`config.mk`:
```
export PLATFORM = sky130hd
export DESIGN_NAME = uart_rx_mute
export DESIGN_NICKNAME = d
export VERILOG_FILES = /design/src/rtl/uart_rx_mute.sv
export SDC_FILE = /design/constraint.sdc
export NUM_CORES = 1
export LEC_CHECK = 0
export BUFFER_PORTS_ARGS = -buffer_cell sky130_fd_sc_hd__clkbuf_2
export CAP_MARGIN = 20
export CELL_PAD_IN_SITES_DETAIL_PLACEMENT = 2
export CELL_PAD_IN_SITES_GLOBAL_PLACEMENT = 2
export CORE_UTILIZATION = 34
export DETAILED_ROUTE_END_ITERATION = 6
export HOLD_SLACK_MARGIN = 0.1
export PLACE_DENSITY = 0.84
export REMOVE_ABC_BUFFERS = 1
export SETUP_SLACK_MARGIN = 0.05
export SLEW_MARGIN = 20
export SYNTH_ARGS = -nofsm -noshare
export SYNTH_HDL_FRONTEND = slang
export SYNTH_SLANG_ARGS = --single-unit
```
`constraint.sdc`:
```
create_clock -name clk -period 1.7 [get_ports clk]
set_input_delay 0.34 -clock clk [delete_from_list [all_inputs] [get_ports clk]]
set_output_delay 0.34 -clock clk [all_outputs]
set_load 0.05 [all_outputs]
```
`src/rtl/uart_rx_mute.sv`:
```
module uart_rx_mute #(
  parameter int DW  = 8,
  parameter int OSR = 16
) (
  input  logic          clk,
  input  logic          rst_n,
  input  logic          tick16,
  input  logic          rxd,
  input  logic          rx_en,
  input  logic          wake_sel,
  input  logic          mute_set,
  input  logic          mute_clr,
  input  logic          stat_rd,
  input  logic          data_rd,
  input  logic          rx_ie,
  input  logic          idle_ie,
  output logic [DW-1:0] rx_data,
  output logic          full,
  output logic          idle,
  output logic          overrun,
  output logic          noise,
  output logic          framing,
  output logic          muted,
  output logic          irq
);
  localparam int CW    = $clog2(OSR);
  localparam int BW    = (DW > 1) ? $clog2(DW) : 1;
  localparam int FRAME = (DW + 2) * OSR;
  localparam int IW    = $clog2(FRAME + 1);
  localparam logic [CW-1:0] SMP_A = CW'(OSR/2 - 1);
  localparam logic [CW-1:0] SMP_B = CW'(OSR/2);
  localparam logic [CW-1:0] SMP_C = CW'(OSR/2 + 1);
  localparam logic [BW-1:0] LAST  = BW'(DW - 1);
  localparam logic [IW-1:0] QMAX  = IW'(FRAME);
  localparam logic [IW-1:0] QPRE  = IW'(FRAME - 1);

  typedef enum logic [1:0] {HUNT, START, DATA, STOP} st_t;

  st_t           st;
  logic          rx_meta, rxs;
  logic [CW-1:0] cnt;
  logic [BW-1:0] bitn;
  logic [DW-1:0] shreg;
  logic          s0, s1, noisy, active, armed;
  logic [IW-1:0] qcnt;

  wire maj      = (s0 & s1) | (s0 & rxs) | (s1 & rxs);
  wire disagree = (s0 != s1) | (s1 != rxs);
  wire quiet    = (qcnt == QMAX);
  wire at_end   = tick16 && st == STOP && cnt == SMP_C;
  wire wake_adr = muted && wake_sel && shreg[DW-1];

  assign irq = (rx_ie & (full | overrun)) | (idle_ie & idle);

  always_ff @(posedge clk or negedge rst_n) begin
    if (!rst_n) begin
      rx_meta <= 1'b1;
      rxs     <= 1'b1;
    end else begin
      rx_meta <= rxd;
      rxs     <= rx_meta;
    end
  end

  always_ff @(posedge clk or negedge rst_n) begin
    if (!rst_n) begin
      st <= HUNT; cnt <= '0; bitn <= '0; shreg <= '0;
      s0 <= 1'b1; s1 <= 1'b1; noisy <= 1'b0; active <= 1'b0;
      armed <= 1'b0; qcnt <= '0; rx_data <= '0;
      full <= 1'b0; idle <= 1'b0; overrun <= 1'b0;
      noise <= 1'b0; framing <= 1'b0; muted <= 1'b0;
    end else begin
      if (mute_clr) muted <= 1'b0;
      else if (mute_set && !(!wake_sel && quiet)) muted <= 1'b1;

      if (stat_rd) armed <= 1'b1;
      if (data_rd && armed) begin
        full <= 1'b0; overrun <= 1'b0; noise <= 1'b0;
        framing <= 1'b0; idle <= 1'b0; armed <= 1'b0;
      end

      if (!rx_en) begin
        st <= HUNT; cnt <= '0; qcnt <= '0; active <= 1'b0;
        full <= 1'b0; idle <= 1'b0; overrun <= 1'b0;
        noise <= 1'b0; framing <= 1'b0;
      end else if (tick16) begin
        if (st != HUNT || !rxs) qcnt <= '0;
        else if (!quiet) qcnt <= qcnt + 1'b1;

        if (st == HUNT && rxs && qcnt == QPRE) begin
          if (muted && !wake_sel && !mute_clr) muted <= 1'b0;
          else if (!muted && active) idle <= 1'b1;
          active <= 1'b0;
        end

        if (st == HUNT) begin
          if (!rxs) begin
            st <= START; cnt <= '0; noisy <= 1'b0;
          end
        end else begin
          cnt <= cnt + 1'b1;
          if (cnt == SMP_A) s0 <= rxs;
          if (cnt == SMP_B) s1 <= rxs;
          if (cnt == SMP_C) begin
            if (disagree) noisy <= 1'b1;
            unique case (st)
              START: if (maj) st <= HUNT;
                     else begin st <= DATA; bitn <= '0; active <= 1'b1; end
              DATA: begin
                shreg <= {maj, shreg[DW-1:1]};
                bitn  <= bitn + 1'b1;
                if (bitn == LAST) st <= STOP;
              end
              default: st <= HUNT;
            endcase
          end
        end

        if (at_end && (!muted || wake_adr)) begin
          if (wake_adr) muted <= 1'b0;
          if (full) overrun <= 1'b1;
          else begin
            rx_data <= shreg;
            full    <= 1'b1;
            noise   <= noisy | disagree;
            framing <= !maj;
          end
        end
      end
    end
  end
endmodule

```
==> impl_metrics.json <==
{
  "rsz0062_at_grt": "true",
  "synth_area_leader_cell": "dfrtp_1",
  "min_period_ps": 1790,
  "dieArea_um2": 7120,
  "skew_ps": 21.4,
  "violations": "design-rule violations, negative setup slack",
  "rr_startpoint": "st[0]",
  "gp_congestion": 0.765,
  "cp_max_fo": 8,
  "ios": 27,
  "htreeDepth": 2,
  "synth.cell_area_um2": 2310,
  "critPathCaptureType": "flip-flop",
  "finalNonFillerCells": 372,
  "power.leakage_nw": 1.60,
  "critPathArrivalTime_ps": 1990,
  "setup_violations": 20,
  "routed.top_layer": "met4",
  "synthTopCellsByArea": "dfrtp_1, mux2_2, ha_1",
  "wl_per_cell_um": 24.8,
  "fmax_ghz": 0.558,
  "cts_tree": "yes",
  "synth_cell_types": 40,
  "final_nets": 319,
  "crit_type": "reg2reg",
  "ir_worst_vdd_mv": 0.458,
  "m1WireLength_mm": 3.98,
  "setup-tns-final_ps": -1020,
  "viasPerCell": 5.47,
  "synth_seq_cells": 46,
  "die_w_um": 84.4,
  "hp-class": "in2reg",
  "critPathLaunch": "st[0]",
  "vias": 2035,
  "slew_violations": 0,
  "grt_usage_pct": 23.4,
  "post-route-period-util_pct": 106,
  "clock-sinks": 46,
  "maxSlewHeadroom_pct": 63.2,
  "drtIter0Drc": 74,
  "drc": 6,
  "portBuffers": 26,
  "final_cell_mix": "buf_4, dfrtp_1, clkbuf_2",
  "endpoint": "shreg[1]",
  "rows": 29,
  "core_um2": 6460,
  "netlist_instances": 208,
  "r2r_cells": 6,
  "clk_pin_slew_ps": 100,
  "fillers": 637,
  "final_common_cell": "buf_4",
  "tightest_slew_ps": 551,
  "area_delta_synth_final_pct": 43.1,
  "grt-ovfl-total": 0,
  "placedCellCount": 345,
  "fin_util_pct": 51.1,
  "postSynthAreaPerCell_um2": 11.1,
  "start_util_pct": 35.7,
  "cts_buffers": 5,
  "drt.antenna.violating_nets": 0,
  "synth-async-reset-ratio_pct": 100,
  "status": "finished, violations left",
  "grt_start_max_net_pins": 47,
  "clockBufferDepth": 2,
  "r2r_slack_ps": -90,
  "grt_antenna_before_repair": 0,
  "ys_seq_area_share_pct": 50.1,
  "dpl.hpwl_mm": 5.37,
  "placed_area_um2": 2810,
  "first_pass_iters": 6,
  "detailroute.wirelength.met3_um": 119,
  "startpoint_type": "flip-flop",
  "cap_viol_max_count": 0,
  "synth_warnings": 0,
  "clk_latency_ps": 310,
  "synth_ff_type": "dfrtp_1",
  "wl_mm": 9.21,
  "grt_pass1_wl_mm": 12.7,
  "finalWorstSetupSlack_ps": -93.6,
  "powerDensity_nw_per_um2": 806,
  "cp.required_ps": 1900,
  "die_h_um": 84.4,
  "n_antenna_cell": 0,
  "design_area_um2": 3300,
  "hold_violations": 0,
  "met2_length_mm": 4.95,
  "worstReg2RegEnd": "shreg[1]",
  "first_global_vias": 2342,
  "cts-root-buf": "clkbuf_8",
  "synth.top_cell.area_share_pct": 45.6,
  "post_route_cells_drive_above_1_share_pct": 48.8,
  "synth_edf_count": 0
}
==> registers in the layout, summed over array words and instances (netlist names), 2 cells and up <==
signal   flops
rx_data      8
qcnt         8
st           2
cnt          4
bitn         3
shreg        8
==> metal layers <==
layer	vias to the layer above	GRT usage (%)
li1	917	-
met2	33	43.7
met4	0	7.40
met5	-	0
met1	1073	28.1
met3	12	2.75
==> logic make-up (layout without fill, tap and decap cells) <==
logic type	after synthesis	count (layout)	share of synthesized area [%]
buffers and inverters	13	100	2.17
and+or+nand+nor	69	69	16.9
AOI/OAI and AO/OA	40	40	11.1
DFF	46	46	50.1
muxes	25	25	11.9
xor gates and xnor gates	2	2	0.760
adders and majority gates	13	13	7.05
==> how the worst min path moves through the flow <==
stage / startpoint / end / slack [ps] / cells after the start
after global placement: rst_n / cnt[3] / 350 / 2
final: data_rd / armed / 270 / 2
after floorplan: rst_n / active / 40 / 0
after CTS: rxd / rx_meta / 100 / 1
after global routing: data_rd / armed / 260 / 2
after detailed placement: rst_n / cnt[1] / 350 / 2
==> critical path: stages (launching register included) <==
cell,delay [ps]
dfrtp_1,430
inv_2,90
ha_4,180
nand3b_1,250
nor3_2,230
buf_6,190
mux2_4,320
==> final cells by class <==
type	count	area (um2)	area share, %
multi-input cells	149	1330	40.2
inverters	11	41.3	1.25
repair buffers	81	587	17.8
flip-flops and latches	46	1160	35.0
clock buffers	5	68.8	2.08
clock inverters	3	23.8	0.720
well taps	77	96.3	2.92
==> Yosys cell counts, drive strengths merged, types with 2 or more instances <==
cell,n
a211oi,2
a21boi,2
a21o,4
a21oi,7
a22o,4
a31oi,2
and3,2
dfrtp,42
dfstp,4
ha,13
inv,11
mux2,19
mux2i,6
nand2,20
nand2b,5
nand3,8
nand3b,4
nand4,2
nor2,10
nor2b,4
nor3,3
nor3b,2
nor4,4
nor4b,2
o21ai,15
==> per-stage QoR <==
stage                     setup slack, ps  hold WS, ps  power (W)
final                               -93.6          272    0.00266
after global routing                 -144          264    0.00276
after CTS                           -21.2          105    0.00250
after detailed placement             -118          349    0.00174
after global placement               5.92          346    0.00169
after floorplan                      -132         44.4    0.00142
==> timing repair <==
item / CTS / global route
endpoints found under the hold margin: 42 / 1
setup endpoints to repair: 34 / 39
resized for setup: 25 / 41
buffers inserted: 4 / 12
gates cloned: 0 / 1
pin swaps: 4 / 7
hold buffers: 1 / 1
==> power by group <==
| part | total (W) | switching (W) | internal (W) |
|---|---|---|---|
| logic | 0.000744 | 0.000415 | 0.000328 |
| clock network | 0.000721 | 0.000426 | 0.000295 |
| registers | 0.00120 | 0.0000565 | 0.00114 |
Note: power is estimated with default switching activity, not from simulation.
